File: src/rtl/sdram_seq_pkg.sv
package sdram_seq_pkg;

    localparam int BANK_W = 2;
    localparam int ROW_W  = 12;
    localparam int COL_W  = 8;
    localparam int DATA_W = 16;
    localparam int BE_W   = DATA_W / 8;
    localparam int HADDR_W = BANK_W + ROW_W + COL_W;
    localparam int SADDR_W = BANK_W + ROW_W;
    localparam int AP_BIT  = 10;

    // {cs_n, ras_n, cas_n, we_n}
    typedef enum logic [3:0] {
        CMD_LMR = 4'b0000,
        CMD_REF = 4'b0001,
        CMD_PRE = 4'b0010,
        CMD_ACT = 4'b0011,
        CMD_WR  = 4'b0100,
        CMD_RD  = 4'b0101,
        CMD_NOP = 4'b0111
    } sd_cmd_e;

    typedef struct packed {
        logic [BANK_W-1:0] bank;
        logic [ROW_W-1:0]  row;
        logic [COL_W-1:0]  col;
    } host_addr_t;

    typedef enum logic [2:0] {
        ST_POWERUP,
        ST_WAIT,
        ST_INIT_REF1,
        ST_INIT_REF2,
        ST_INIT_MRS,
        ST_IDLE
    } seq_state_e;

    // Mode word: burst length 1, sequential, latency in bits 6:4
    function automatic logic [SADDR_W-1:0] mode_word(input int cas_lat);
        logic [SADDR_W-1:0] w;
        w = '0;
        w[6:4] = 3'(cas_lat);
        return w;
    endfunction

    function automatic logic [SADDR_W-1:0] col_addr(input logic [BANK_W-1:0] bank,
                                                     input logic ap,
                                                     input logic [COL_W-1:0] col);
        logic [SADDR_W-1:0] a;
        a = '0;
        a[SADDR_W-1 -: BANK_W] = bank;
        a[AP_BIT] = ap;
        a[COL_W-1:0] = col;
        return a;
    endfunction

endpackage

File: src/rtl/sdr_refresh_timer.sv
module sdr_refresh_timer
    import sdram_seq_pkg::*;
#(
    parameter int INTERVAL = 1560
) (
    input  logic clk,
    input  logic rst,
    input  logic en,
    input  logic ack,
    output logic pend
);
    localparam int CW = $clog2(INTERVAL + 1);

    logic [CW-1:0] cnt;
    logic          tick;

    assign tick = en && (cnt == CW'(INTERVAL - 1));

    always_ff @(posedge clk) begin
        if (rst) begin
            cnt  <= '0;
            pend <= 1'b0;
        end else begin
            if (en) cnt <= tick ? '0 : cnt + 1'b1;
            pend <= (pend & ~ack) | tick;
        end
    end


    pend_needs_enable_chk: assert property (@(posedge clk) disable iff (rst)
        !en |-> !pend);

endmodule

File: src/rtl/sdr_read_capture.sv
module sdr_read_capture
    import sdram_seq_pkg::*;
#(
    parameter int CAS_LAT = 2
) (
    input  logic              clk,
    input  logic              rst,
    input  logic              rd_issue,
    input  logic [DATA_W-1:0] dq_in,
    output logic              rsp_valid,
    output logic [DATA_W-1:0] rsp_data
);
    logic [CAS_LAT-1:0] stage;

    always_ff @(posedge clk) begin
        if (rst) begin
            stage     <= '0;
            rsp_valid <= 1'b0;
            rsp_data  <= '0;
        end else begin
            stage     <= {stage[CAS_LAT-2:0], rd_issue};
            rsp_valid <= stage[CAS_LAT-1];
            if (stage[CAS_LAT-1]) rsp_data <= dq_in;
        end
    end


    rsp_after_read_chk: assert property (@(posedge clk) disable iff (rst)
        rsp_valid |-> $past(rd_issue, CAS_LAT + 1));

endmodule

File: src/rtl/sdr_cmd_fsm.sv
module sdr_cmd_fsm
    import sdram_seq_pkg::*;
#(
    parameter int INIT_CYCLES = 20000,
    parameter int T_RCD       = 2,
    parameter int T_RP        = 2,
    parameter int T_RFC       = 7,
    parameter int T_MRD       = 2,
    parameter int T_WR        = 2,
    parameter int CAS_LAT     = 2
) (
    input  logic               clk,
    input  logic               rst,
    input  logic               req_valid,
    input  logic               req_we,
    input  logic               req_autopre,
    input  host_addr_t         req_addr,
    input  logic [DATA_W-1:0]  req_wdata,
    input  logic [BE_W-1:0]    req_be,
    input  logic               ref_pend,
    output logic               ref_ack,
    output logic               req_ready,
    output logic               init_done,
    output logic               rd_issue,
    output sd_cmd_e            cmd,
    output logic [SADDR_W-1:0] sd_addr,
    output logic               cke,
    output logic [BE_W-1:0]    dqm,
    output logic [DATA_W-1:0]  dq_out,
    output logic               dq_oe
);
    localparam int CW = $clog2(INIT_CYCLES + T_RCD + T_RP + T_RFC + T_MRD + T_WR + CAS_LAT + 2);
    localparam logic [SADDR_W-1:0] ALL_BANKS = SADDR_W'(1) << AP_BIT;

    seq_state_e         state, nxt_state;
    logic [CW-1:0]      wcnt;
    logic               open_valid;
    logic [BANK_W-1:0]  open_bank;
    logic [ROW_W-1:0]   open_row;

    logic idle, hit, do_ref_pre, do_ref, do_rw, do_miss_pre, do_act;
    logic [CW-1:0] rw_wait;

    always_comb begin
        idle        = (state == ST_IDLE);
        hit         = open_valid && (req_addr.bank == open_bank) && (req_addr.row == open_row);
        do_ref_pre  = idle && ref_pend && open_valid;
        do_ref      = idle && ref_pend && !open_valid;
        do_rw       = idle && !ref_pend && req_valid && hit;
        do_miss_pre = idle && !ref_pend && req_valid && open_valid && !hit;
        do_act      = idle && !ref_pend && req_valid && !open_valid;
        rw_wait     = CW'((req_we ? T_WR : CAS_LAT + 1) + (req_autopre ? T_RP : 0) - 2);
    end

    assign req_ready = do_rw;
    assign ref_ack   = do_ref;

    always_ff @(posedge clk) begin
        if (rst) begin
            state      <= ST_POWERUP;
            nxt_state  <= ST_IDLE;
            wcnt       <= CW'(INIT_CYCLES - 1);
            cmd        <= CMD_NOP;
            sd_addr    <= '0;
            cke        <= 1'b0;
            dqm        <= '1;
            dq_out     <= '0;
            dq_oe      <= 1'b0;
            rd_issue   <= 1'b0;
            init_done  <= 1'b0;
            open_valid <= 1'b0;
            open_bank  <= '0;
            open_row   <= '0;
        end else begin
            cke      <= 1'b1;
            cmd      <= CMD_NOP;
            sd_addr  <= '0;
            dq_oe    <= 1'b0;
            rd_issue <= 1'b0;
            dqm      <= init_done ? '0 : '1;
            case (state)
                ST_POWERUP: begin
                    if (wcnt == '0) begin
                        cmd       <= CMD_PRE;
                        sd_addr   <= ALL_BANKS;
                        wcnt      <= CW'(T_RP - 2);
                        nxt_state <= ST_INIT_REF1;
                        state     <= ST_WAIT;
                    end else begin
                        wcnt <= wcnt - 1'b1;
                    end
                end
                ST_WAIT: begin
                    if (wcnt == '0) state <= nxt_state;
                    else            wcnt  <= wcnt - 1'b1;
                end
                ST_INIT_REF1: begin
                    cmd       <= CMD_REF;
                    wcnt      <= CW'(T_RFC - 2);
                    nxt_state <= ST_INIT_REF2;
                    state     <= ST_WAIT;
                end
                ST_INIT_REF2: begin
                    cmd       <= CMD_REF;
                    wcnt      <= CW'(T_RFC - 2);
                    nxt_state <= ST_INIT_MRS;
                    state     <= ST_WAIT;
                end
                ST_INIT_MRS: begin
                    cmd       <= CMD_LMR;
                    sd_addr   <= mode_word(CAS_LAT);
                    init_done <= 1'b1;
                    wcnt      <= CW'(T_MRD - 2);
                    nxt_state <= ST_IDLE;
                    state     <= ST_WAIT;
                end
                ST_IDLE: begin
                    nxt_state <= ST_IDLE;
                    if (do_ref_pre) begin
                        cmd        <= CMD_PRE;
                        sd_addr    <= ALL_BANKS;
                        open_valid <= 1'b0;
                        wcnt       <= CW'(T_RP - 2);
                        state      <= ST_WAIT;
                    end else if (do_ref) begin
                        cmd   <= CMD_REF;
                        wcnt  <= CW'(T_RFC - 2);
                        state <= ST_WAIT;
                    end else if (do_rw) begin
                        cmd     <= req_we ? CMD_WR : CMD_RD;
                        sd_addr <= col_addr(req_addr.bank, req_autopre, req_addr.col);
                        if (req_we) begin
                            dq_out <= req_wdata;
                            dq_oe  <= 1'b1;
                            dqm    <= ~req_be;
                        end else begin
                            rd_issue <= 1'b1;
                        end
                        if (req_autopre) open_valid <= 1'b0;
                        wcnt  <= rw_wait;
                        state <= ST_WAIT;
                    end else if (do_miss_pre) begin
                        cmd        <= CMD_PRE;
                        sd_addr    <= {open_bank, {ROW_W{1'b0}}};
                        open_valid <= 1'b0;
                        wcnt       <= CW'(T_RP - 2);
                        state      <= ST_WAIT;
                    end else if (do_act) begin
                        cmd        <= CMD_ACT;
                        sd_addr    <= {req_addr.bank, req_addr.row};
                        open_valid <= 1'b1;
                        open_bank  <= req_addr.bank;
                        open_row   <= req_addr.row;
                        wcnt       <= CW'(T_RCD - 2);
                        state      <= ST_WAIT;
                    end
                end
                default: state <= ST_IDLE;
            endcase
        end
    end


    act_then_nop_chk: assert property (@(posedge clk) disable iff (rst)
        cmd == CMD_ACT |=> cmd == CMD_NOP);


    ref_on_need_chk: assert property (@(posedge clk) disable iff (rst)
        (cmd == CMD_REF && init_done) |-> $past(ref_pend));


    read_unmasked_chk: assert property (@(posedge clk) disable iff (rst)
        cmd == CMD_RD |-> dqm == '0);


    cke_on_command_chk: assert property (@(posedge clk) disable iff (rst)
        cmd != CMD_NOP |-> cke);

endmodule

File: src/rtl/sdram_seq_ctrl.sv
module sdram_seq_ctrl
    import sdram_seq_pkg::*;
#(
    parameter int INIT_CYCLES      = 20000,
    parameter int REFRESH_INTERVAL = 1560,
    parameter int T_RCD            = 2,
    parameter int T_RP             = 2,
    parameter int T_RFC            = 7,
    parameter int T_MRD            = 2,
    parameter int T_WR             = 2,
    parameter int CAS_LAT          = 2
) (
    input  logic        clk,
    input  logic        rst,
    input  logic        req_valid,
    output logic        req_ready,
    input  logic        req_we,
    input  logic        req_autopre,
    input  logic [21:0] req_addr,
    input  logic [15:0] req_wdata,
    input  logic [1:0]  req_be,
    output logic        rsp_valid,
    output logic [15:0] rsp_data,
    output logic        sd_cke,
    output logic        sd_cs_n,
    output logic        sd_ras_n,
    output logic        sd_cas_n,
    output logic        sd_we_n,
    output logic [13:0] sd_addr,
    output logic [1:0]  sd_dqm,
    output logic [15:0] sd_dq_out,
    output logic        sd_dq_oe,
    input  logic [15:0] sd_dq_in
);
    sd_cmd_e cmd;
    logic    ref_pend, ref_ack, init_done, rd_issue;

    sdr_refresh_timer #(.INTERVAL(REFRESH_INTERVAL)) u_refresh (
        .clk  (clk),
        .rst  (rst),
        .en   (init_done),
        .ack  (ref_ack),
        .pend (ref_pend)
    );

    sdr_cmd_fsm #(
        .INIT_CYCLES (INIT_CYCLES),
        .T_RCD       (T_RCD),
        .T_RP        (T_RP),
        .T_RFC       (T_RFC),
        .T_MRD       (T_MRD),
        .T_WR        (T_WR),
        .CAS_LAT     (CAS_LAT)
    ) u_fsm (
        .clk         (clk),
        .rst         (rst),
        .req_valid   (req_valid),
        .req_we      (req_we),
        .req_autopre (req_autopre),
        .req_addr    (host_addr_t'(req_addr)),
        .req_wdata   (req_wdata),
        .req_be      (req_be),
        .ref_pend    (ref_pend),
        .ref_ack     (ref_ack),
        .req_ready   (req_ready),
        .init_done   (init_done),
        .rd_issue    (rd_issue),
        .cmd         (cmd),
        .sd_addr     (sd_addr),
        .cke         (sd_cke),
        .dqm         (sd_dqm),
        .dq_out      (sd_dq_out),
        .dq_oe       (sd_dq_oe)
    );

    sdr_read_capture #(.CAS_LAT(CAS_LAT)) u_capture (
        .clk       (clk),
        .rst       (rst),
        .rd_issue  (rd_issue),
        .dq_in     (sd_dq_in),
        .rsp_valid (rsp_valid),
        .rsp_data  (rsp_data)
    );

    assign {sd_cs_n, sd_ras_n, sd_cas_n, sd_we_n} = cmd;

endmodule

File: config.mk
export PLATFORM = sky130hd
export DESIGN_NAME = sdram_seq_ctrl
export DESIGN_NICKNAME = d
export VERILOG_FILES = /design/src/rtl/sdram_seq_pkg.sv /design/src/rtl/sdr_refresh_timer.sv /design/src/rtl/sdr_read_capture.sv /design/src/rtl/sdr_cmd_fsm.sv /design/src/rtl/sdram_seq_ctrl.sv
export SDC_FILE = /design/constraint.sdc
export NUM_CORES = 1
export LEC_CHECK = 0
export CAP_MARGIN = 20
export CORE_MARGIN = 4
export CORE_UTILIZATION = 58
export DETAILED_ROUTE_END_ITERATION = 12
export DONT_BUFFER_PORTS = 1
export GPL_TIMING_DRIVEN = 0
export PLACE_DENSITY = 0.84
export SLEW_MARGIN = 20
export SYNTH_ARGS = -nofsm -noshare
export SYNTH_HDL_FRONTEND = slang
export SYNTH_SLANG_ARGS = --single-unit
File: constraint.sdc
create_clock -name clk -period 2.74 [get_ports clk]
set_input_delay 0.685 -clock clk [delete_from_list [all_inputs] [get_ports clk]]
set_output_delay 0.685 -clock clk [all_outputs]
set_load 0.02 [all_outputs]
==> qor.yml, run 1 <==
area_growth_pct: 8.92
synth_cells: 519
cts.clk_slew.worst_paths_ps: 110
synth_edf_count: 0
r2r_cells: 7
coreArea_sq_mm: 0.00777
hpwl_um: 8310
vias_per_cell: 6.26
critPathKind: "flop to output port"
synth_area_sq_mm: 0.00466
rsz0062_at_grt: "false"
cts_made_buffers: 9
drv_slew: 0
critPathSlowestCell: "or4_4"
clockRootBuffer: "clkbuf_8"
r2r_start: "u_fsm.open_row[3]"
wl_per_cell_um: 18.3
initial_core_util_pct: 60.0
syn_nets: 582
grt_max_degree: 22
required_ps: 2060
setup_violations: 0
synthFlopType: "dfxtp_1"
ys_seq_elements: 106
die-width_um: 97.6
wirelength_um: 11700
power_leakage_uw: 0.00178
relSlewSlack_pct: 45.4
pin_count: 117
postLayoutSetupSlackWorst_ps: 90.7
dpl-instance-area_sq_mm: 0.00478
fin_tns_setup_ps: 0
htreeDepth: 3
gp_congestion: 0.913
die_h_um: 97.6
fmax_mhz: 377
worstHoldPathType: "input pin to flop"
antenna_found_initial: 0
clk_latency_ps: 380
rr_endpoint: "u_fsm.cmd[0]"
r2r_setup_slack_ps: 400
fillers: 643
yosys_warnings: 0
regArea_sq_mm: 0.00213
clk_path_buf_depth: 2
multiInputGateArea_sq_mm: 0.00239
via_count: 3998
end_kind: "output port"
grt_usage_pct: 23.4
route.detailed.drc: 0
cp_cell_sequence: "xnor2_2 > nand4_1 > or4_4 > buf_6 > nor2_4"
ant_nets: 0
crit_fanout: 13
grt_pass1_wl_um: 18400
p_per_area_mw_per_mm2: 513
cap_viol_max_count: 0
drt_first_pass_iters: 6
std_cell_rows: 32
drtIter0Drc: 382
tightest_slew_ps: 811
async_flop_share_pct: 0
grt_pass1_vias: 3644
clkSinkCount: 106
finalHoldViolCount: 0
grt_overflow: 0
drive_gt1_share_pct: 10.4
crit_end: "req_ready"
arrival_ps: 1960
finalCritPeriodShare_pct: 96.7
final_cell_area_sq_mm: 0.00507
crit_path_max_incr_delay_ps: 510
status: "completed"
ir_drop_mv: 0.319
start_kind: "flop"
synth-seq-area-share_pct: 45.6
cts_tree: "built"
port-buffer-count: 0
ys_types: 61
critPathLaunch: "u_fsm.open_row[9]"
clock_skew_ps: 10.1
dieArea_sq_mm: 0.00953
n_antenna_cell: 0
post-place-ws_ps: -130
nNetsFinal: 595
syn_avg_cell_area_sq_um: 8.97
post-route-min-period_ps: 2650
## cells in the mapped netlist, types with 4 or more instances
master,n,area share (%)
xnor2_1,16,3.0
o21ai_1,4,0.43
o31ai_1,18,2.9
a211o_1,7,1.3
nand2b_1,5,0.67
and3_1,8,1.1
nand3_1,12,1.3
a21oi_1,50,5.4
o21ai_0,11,1.2
clkbuf_1,25,2.0
a22o_1,7,1.3
mux2i_1,17,3.7
o211a_1,4,0.86
xor2_1,7,1.3
inv_1,8,0.64
dfxtp_1,106,46
nor4_1,9,1.2
nor2b_1,6,0.81
buf_6,4,0.97
nor3_1,6,0.64
nand2_1,51,4.1
nand4_1,29,3.9
a21o_1,4,0.64
buf_2,5,0.54
nor2_1,43,3.5
## power breakdown
| part | leakage (uW) | switching [uW] | total (uW) | internal (uW) |
|---|---|---|---|---|
| Combinational | 0.000815 | 55.0 | 82.4 | 27.4 |
| Sequential | 0.000857 | 3.92 | 1550 | 1540 |
| Clock | 0.000103 | 602 | 972 | 370 |
## flip-flops by register name, indices dropped and copies added, names as in the netlist
signal and count:
u_fsm.sd_addr 14, u_fsm.dqm 2, u_fsm.cke 1, u_capture.rsp_data 16, u_refresh.pend 1, u_fsm.dq_oe 1, u_fsm.open_bank 2, u_fsm.cmd 3
u_fsm.init_done 1, u_fsm.nxt_state 3, u_fsm.open_row 12, u_fsm.rd_issue 1, u_fsm.wcnt 15, u_fsm.open_valid 1, u_refresh.cnt 11, u_fsm.dq_out 16
u_capture.rsp_valid 1, u_capture.stage 2, u_fsm.state 3
## metrics by stage
step / power [uW] / hold slack [ps] / utilization (%) / cells
2_1_floorplan: 1640 / 414 / - / 519
3_3_place_gp: 1660 / 423 / 61.6 / 621
3_5_place_dp: 1660 / 427 / 61.6 / 621
4_1_cts: 2610 / 412 / 64.6 / 638
5_1_grt: 2690 / 407 / 65.3 / 639
6_report: 2600 / 418 / 65.3 / 639
## cells by family after synthesis
group	Yosys count	share of synthesized area [%]
other cells	1	0.0805
fa+ha+maj	2	0.537
buf+inv	46	4.57
simple gates	195	22.9
mux	17	3.65
xor+xnor	23	4.33
compound gates	129	18.4
flops	106	45.6
## what timing repair did
action	CTS	global route
endpoints found under the setup margin	1	1
hold buffers	0	0
pin swaps	1	8
setup buffers	1	2
gates resized for setup	6	12
## layer usage
layer | global-route usage, % | routed length [um] | up-vias
met5 | 0 | 0 | -
met4 | 8.52 | 252 | 0
met3 | 5.74 | 911 | 24
met2 | 38.3 | 5750 | 168
met1 | 30.1 | 4760 | 1892
li1 | - | - | 1914
## layout make-up
cell class	instances	share of cell area, %
plain buffers	36	3.45
clock buffers	9	2.44
inverters	9	0.666
repair buffers	3	0.444
clock inverters	7	1.50
multi-input cells	367	47.0
flip-flops and latches	106	41.9
well taps	102	2.52
## critical path, delay by kind of cell (launching register included)
kind | cells | cell delay [ps]
simple gates | 3 | 850
xor+xnor | 1 | 220
buf+inv | 1 | 160
flops | 1 | 350
## placed cells by master, fill, tap and decap left out, types with 5 or more instances in the layout
cell type,n
nor4_1,9
mux2i_1,17
xnor2_1,9
a22o_1,7
nand4_1,29
o31ai_1,18
nor2b_1,6
dfxtp_1,102
a21oi_1,50
inv_1,8
nand3_1,12
o21ai_0,11
clkbuf_1,24
nor2_1,42
nand2b_1,5
nand2_1,51
and3_1,8
clkbuf_8,9
xnor2_2,7
nor3_1,6
xor2_1,7
a211o_1,7
## worst min path at each step
| stage | from | end | slack [ps] | cells after the start |
|---|---|---|---|---|
| floorplan | u_fsm.rd_issue | u_capture.stage[0] | 410 | 1 |
| global placement | u_fsm.rd_issue | u_capture.stage[0] | 420 | 1 |
| detailed placement | u_capture.stage[0] | u_capture.stage[1] | 430 | 1 |
| CTS | req_addr[7] | u_fsm.sd_addr[7] | 410 | 1 |
| global route | req_addr[7] | u_fsm.sd_addr[7] | 410 | 1 |
| finish | req_addr[8] | u_fsm.open_row[0] | 420 | 2 |
Note: power is estimated with default switching activity, not from simulation.
==> run 2, diff against run 1 <==
--- a/config.mk
+++ b/config.mk
@@ -15,4 +15,5 @@
 export SLEW_MARGIN = 20
 export SYNTH_ARGS = -nofsm -noshare
 export SYNTH_HDL_FRONTEND = slang
+export SYNTH_HIERARCHICAL = 1
 export SYNTH_SLANG_ARGS = --single-unit
==> constraint.sdc (replaced) <==
create_clock -name clk -period 2.7 [get_ports clk]
set_input_delay 0.675 -clock clk [delete_from_list [all_inputs] [get_ports clk]]
set_output_delay 0.675 -clock clk [all_outputs]
set_load 0.02 [all_outputs]
==> run 2 against run 1 <==
- cell count shrank 0.47%
- critical path depth stayed put
- final area decreased by 0.37%
- clock-buffer cell count is the same
- register-to-register slack worse by 190 ps
- synthesized cell count stayed put
- via count is 2.1% lower
- flip-flop and latch count unchanged
- hold slack worse by 44 ps
- combinational power increased by 8.6%
- utilization is 0.24 points lower
- largest cell class unchanged
==> qor.yml, run 2 <==
setup_violations: 0
min-delay-start: "rst"
grt_pass1_vias: 3727
ys_types: 64
syn_avg_cell_area_sq_um: 9.00
reg.largest.list: "u_capture/rsp_data: 16 flops, u_fsm/dq_out: 16 flops, u_fsm/wcnt: 15 flops"
synthMuxAreaShare_pct: 7.93
grt_overflow: 0
cap_viol_max_count: 0
postCtsHoldBufs: 0
power_leakage_uw: 0.00172
wl_per_cell_um: 17.5
synth_area_sq_mm: 0.00467
yosys_warnings: 6
die_h_um: 97.8
synth-seq-area-share_pct: 45.4
holdWs_ps: 374
synth_top_area_cell: "dfxtp_1"
grt_max_degree: 20
path_buf_inv: 1
antenna_found_initial: 0
synthXorXnorAreaFrac_pct: 4.12
drv_slew: 0
std_cell_rows: 32
synth_edf_count: 0
synthTopCellsByCount: "dfxtp_1, nand2_1, a21oi_1"
synthFlopType: "dfxtp_1"
end_kind: "output port"
r2r_setup_slack_ps: 210
cp_cell_sequence: "xnor2_2 > nand4_1 > nor4_4 > clkbuf_8 > and2_2"
power.switching_uw: 620
critPathLaunch: "u_fsm/open_bank[0]"
clockRootBuffer: "clkbuf_8"
synth_top_area_share_pct: 45.4
cts_made_buffers: 9
drive_gt1_share_pct: 10.1
critPathSlowestCell: "nor4_4"
n_antenna_cell: 0
synth-simple-area-share_pct: 24.7
tightest_slew_ps: 810
cp.depth: 5
clk_path_buf_depth: 2
nNetsFinal: 592
drt_first_pass_iters: 5
worstHoldPathType: "input pin to flop"
dieArea_sq_mm: 0.00956
rr_endpoint: "u_fsm/wcnt[0]"
status: "completed"
route.detailed.drc: 0
gp_congestion: 0.870
synth_top_family_by_area: "simple AND/OR/NAND/NOR gates"
htreeDepth: 3
synth.area.top_cells: "dfxtp_1, mux2i_1, nand2_1"
r2r_cells: 8
start_kind: "flop"
port-buffer-count: 0
synth_cells: 519
initial_core_util_pct: 60.1
yosysMostFrequentCell: "dfxtp_1"
clock_skew_ps: 13.6
clkSinkCount: 106
die-width_um: 97.8
layout_commonest_cell: "dfxtp_1"
area_growth_pct: 8.17
hpwl_um: 8020
coreArea_sq_mm: 0.00777
async_flop_share_pct: 0
via_count: 3916
crit_fanout: 10
ant_nets: 0
seqPwrFrac_pct: 61.1
crit_path_max_incr_delay_ps: 380
r2r_start: "u_fsm/wcnt[0]"
arrival_ps: 1970
switching_share_pct: 24.1
p_per_area_mw_per_mm2: 509
grt_usage_pct: 22.6
grt_pass1_wl_um: 17800
p_clk_share_pct: 35.4
ir_drop_mv: 0.324
finalHoldViolCount: 0
cts.clk_slew.worst_paths_ps: 100
finalCritPeriodShare_pct: 98.1
required_ps: 2030
synthAdderAreaFrac_pct: 0.536
syn_nets: 582
vias_per_cell: 6.16
hold_depth: 1
critPathTopFamily: "simple AND/OR/NAND/NOR gates"
relSlewSlack_pct: 45.8
drtIter0Drc: 421
p_int_uw: 1950
fmax_mhz: 378
ys_seq_elements: 106
cts_tree: "built"
final_cell_mix: "dfxtp_1, nand2_1, a21oi_1, mux2i_1, nor2_1"
post-route-min-period_ps: 2650
pin_count: 117
p_comb_share_pct: 3.5
critPathKind: "flop to output port"
clk_latency_ps: 370
fin_util_pct: 65.1
synth_compound_area_share_pct: 12.6
wirelength_um: 11100
whs_endpoint: "u_refresh/cnt[2]"
run 2: cell count changes after synthesis, sizes merged, moves of 10 or more:
cell / previous run / this run
clkbuf: 25 / 15
mux2i: 17 / 37
nand2: 51 / 76
nand3: 12 / 23
nand4: 30 / 11
o31ai: 18 / 7
run 2: logic make-up after synthesis:
kind of cell,after synthesis
other,1
xor gates and xnor gates,22
adders and majority gates,2
DFF,106
muxes,37
buffers and inverters,37
and+or+nand+nor,218
AOI/OAI and AO/OA,96
run 2: final cells by class:
cell class,instances,area [sq um]
Tap cell,102,128
Sequential cell,106,2120
Clock inverter,7,60.1
Clock buffer,9,124
Multi-Input combinational cell,376,2400
Buffer,28,191
Fill cell,622,2710
Inverter,8,30.0
run 2: timing repair:
action / in CTS / in global routing
endpoints found under the setup margin: 1 / 5
pin swaps: 0 / 1
gates resized for setup: 7 / 7
buffers inserted: 0 / 0
run 2: power groups by stage:
stage / clock, uW / sequential (uW) / combinational, uW
final: 912 / 1570 / 89.5
after global routing: 1000 / 1570 / 98.7
after CTS: 936 / 1570 / 84.1
after detailed placement: 0 / 1610 / 83.1
after global placement: 0 / 1610 / 81.2
after floorplan: 0 / 1610 / 66.0
run 2: through the flow:
step                      setup WS [ps]  power, uW  cell area, sq um   TNS, ps  cells
after global routing           -0.00289       2670              5050  -0.00289    636
after floorplan                     145       1670              4670         0    519
after CTS                          7.53       2590              5010         0    636
after detailed placement           -269       1690              4800      -269    621
after global placement             -239       1690              4800      -239    621
final                              52.6       2570              5050         0    636
run 2: routing by layer:
metal	wire length (um)	track usage, %
met4	246	10.2
met3	903	6.79
met5	0	0
met2	5350	36.5
met1	4600	28.0
run 2: worst max-delay path by stage:
stage / slack (ps) / to
finish: 50 / req_ready
global route: -0.003 / req_ready
CTS: 8 / req_ready
detailed placement: -270 / req_ready
global placement: -240 / req_ready
floorplan: 140 / req_ready
run 2: worst register-to-register path, cell delays in order, from the launching register on:
cell	delay (ps)
dfxtp_1	350
inv_1	80
ha_1	250
nor4b_4	530
nand3b_2	220
o41ai_4	480
buf_6	210
nor4_1	60
a31oi_1	230
==> run 3, diff against run 2 <==
--- a/config.mk
+++ b/config.mk
@@ -7,11 +7,11 @@
 export LEC_CHECK = 0
 export CAP_MARGIN = 20
 export CORE_MARGIN = 4
-export CORE_UTILIZATION = 58
+export CORE_UTILIZATION = 57
 export DETAILED_ROUTE_END_ITERATION = 12
 export DONT_BUFFER_PORTS = 1
 export GPL_TIMING_DRIVEN = 0
-export PLACE_DENSITY = 0.84
+export PLACE_DENSITY = 0.79
 export SLEW_MARGIN = 20
 export SYNTH_ARGS = -nofsm -noshare
 export SYNTH_HDL_FRONTEND = slang
==> constraint.sdc (replaced) <==
create_clock -name clk -period 2.15 [get_ports clk]
set_input_delay 0.5375 -clock clk [delete_from_list [all_inputs] [get_ports clk]]
set_output_delay 0.5375 -clock clk [all_outputs]
set_load 0.02 [all_outputs]
==> run 3 against run 2 <==
- clock skew barely moved
- total power grew 31%
- first-iteration DRC count is 23% lower
- die area grew 1.6%
- the flow now finishes with violations (negative setup slack)
- critical path depth did not move
- clock power up 38%
- register-to-register slack worse by 180 ps
- global-route usage increased by 0.091 points
- flip-flop and latch count stayed put
- cell count increased by 3.9%
- final area increased by 7.3%
- combinational power up 53%
- highest routed layer unchanged
==> qor.yml, run 3 (synthesis gave the netlist of run 2 again) <==
status: "finished with violations"
violations: "negative setup slack"
drv_slew: 0
start_kind: "flop"
pin_count: 117
grt_pass1_wl_um: 18300
grt_pass1_vias: 3824
antenna_found_initial: 0
htreeDepth: 3
drive_gt1_share_pct: 18.8
grt_max_degree: 19
cts.clk_slew.worst_paths_ps: 110
critPathTopFamily: "simple AND/OR/NAND/NOR gates"
relSlewSlack_pct: 51.6
layout_commonest_cell: "dfxtp_1"
reg.largest.list: "u_capture/rsp_data: 16 flops, u_fsm/dq_out: 16 flops, u_fsm/wcnt: 15 flops"
finalHoldViolCount: 0
fillers: 584
path_buf_inv: 1
area_growth_pct: 16.1
critPathSlowestCell: "dfxtp_1"
n_antenna_cell: 0
switching_share_pct: 23.6
cts_made_buffers: 9
dieArea_sq_mm: 0.00971
hpwl_um: 7980
initial_core_util_pct: 59.5
clockRootBuffer: "clkbuf_8"
via_count: 4150
vias_per_cell: 6.28
crit_fanout: 2
fin_tns_setup_ps: -150
clkSinkCount: 106
finalCritPeriodShare_pct: 107
grt_usage_pct: 22.7
p_clk_share_pct: 37.3
die-width_um: 98.5
power_leakage_uw: 0.00191
fmax_mhz: 435
post-route-min-period_ps: 2300
port-buffer-count: 0
nNetsFinal: 618
critPathKind: "flop to output port"
drt_first_pass_iters: 5
rsz0062_at_grt: "true"
cts_tree: "built"
tightest_slew_ps: 724
drtIter0Drc: 325
wirelength_um: 12000
p_int_uw: 2570
power.switching_uw: 794
required_ps: 1610
grt_overflow: 0
final_cell_mix: "dfxtp_1, nand2_1, a21oi_1, mux2i_1, nor2_1"
ant_nets: 0
crit_path_max_incr_delay_ps: 350
wl_per_cell_um: 18.1
clock_skew_ps: 13.9
coreArea_sq_mm: 0.00785
arrival_ps: 1760
cp_cell_sequence: "xnor2_2 > nand3_2 > nor4_4 > clkbuf_8 > and2_4"
cap_viol_max_count: 0
worstHoldPathType: "input pin to flop"
postLayoutSetupSlackWorst_ps: -150
clk_path_buf_depth: 2
p_comb_share_pct: 4.1
p_per_area_mw_per_mm2: 621
postCtsHoldBufs: 0
gp_congestion: 0.875
std_cell_rows: 32
clk_latency_ps: 370
stdcell_count: 661
end_kind: "output port"
ir_drop_mv: 0.369
route.detailed.drc: 0
setup_violations: 1
dp_cells: 621
seqPwrFrac_pct: 58.6
die_h_um: 98.5
-- run 3: timing repair --
item	CTS	global route
gates resized for setup	26	28
pin swaps	12	14
setup buffers	10	16
hold endpoints to repair	0	0
setup endpoints to repair	28	47
-- run 3: area by class of cell --
cell class	count	area, sq um	area share (%)
Sequential cell	106	2130	39.4
Clock buffer	9	124	2.28
Inverter	8	32.5	0.600
Multi-Input combinational cell	376	2530	46.7
Timing Repair Buffer	25	191	3.53
Clock inverter	6	75.1	1.38
Tap cell	102	128	2.35
Buffer	29	205	3.78
-- run 3: power groups by stage --
stage	registers [uW]	clock network [uW]	logic (uW)
after detailed placement	2020	0	107
after CTS	1970	1270	114
after global routing	1980	1360	147
after floorplan	2020	0	83.2
after global placement	2020	0	103
final	1970	1260	137
-- run 3: routing by layer --
layer | part of all wire [%] | wire length (um) | vias up | GRT usage (%)
met5 | 0 | 0 | - | 0
met4 | 2.0 | 239 | 0 | 10.3
met3 | 11 | 1320 | 31 | 6.44
met2 | 47 | 5650 | 259 | 34.4
met1 | 40 | 4760 | 1947 | 30.2
li1 | - | - | 1913 | -
-- run 3: worst reg2reg max path, stage by stage, from the launching register on --
cell and delay (ps):
dfxtp_4 390, inv_4 50, ha_4 160, nor4b_4 150
buf_4 160, buf_4 140, a31oi_2 400, o21ai_0 220
a221o_1 350
-- run 3: metrics by stage --
step                      worst slack (ps)  power, uW  hold slack [ps]  utilization (%)  cell area (sq um)
after global placement                -236       2120              419             61.3               4810
after detailed placement              -260       2130              429             61.3               4810
after CTS                             -141       3360              223             66.3               5200
final                                 -150       3370              233             69.1               5420
after floorplan                      0.691       2100              414                -               4680
after global routing                  -228       3480              218             69.1               5420
-- run 3: final timing paths --
kind | startpoint | end | slack [ps] | depth (start not counted)
worst max register to register | u_fsm/wcnt[0] | u_fsm/wcnt[4] | 30 | 8
worst max-delay path | u_fsm/open_row[7] | req_ready | -150 | 5
worst min-delay path | rst | u_refresh/cnt[2] | 230 | 1
worst min register to register | u_fsm/rd_issue | u_capture/stage[0] | 450 | 1
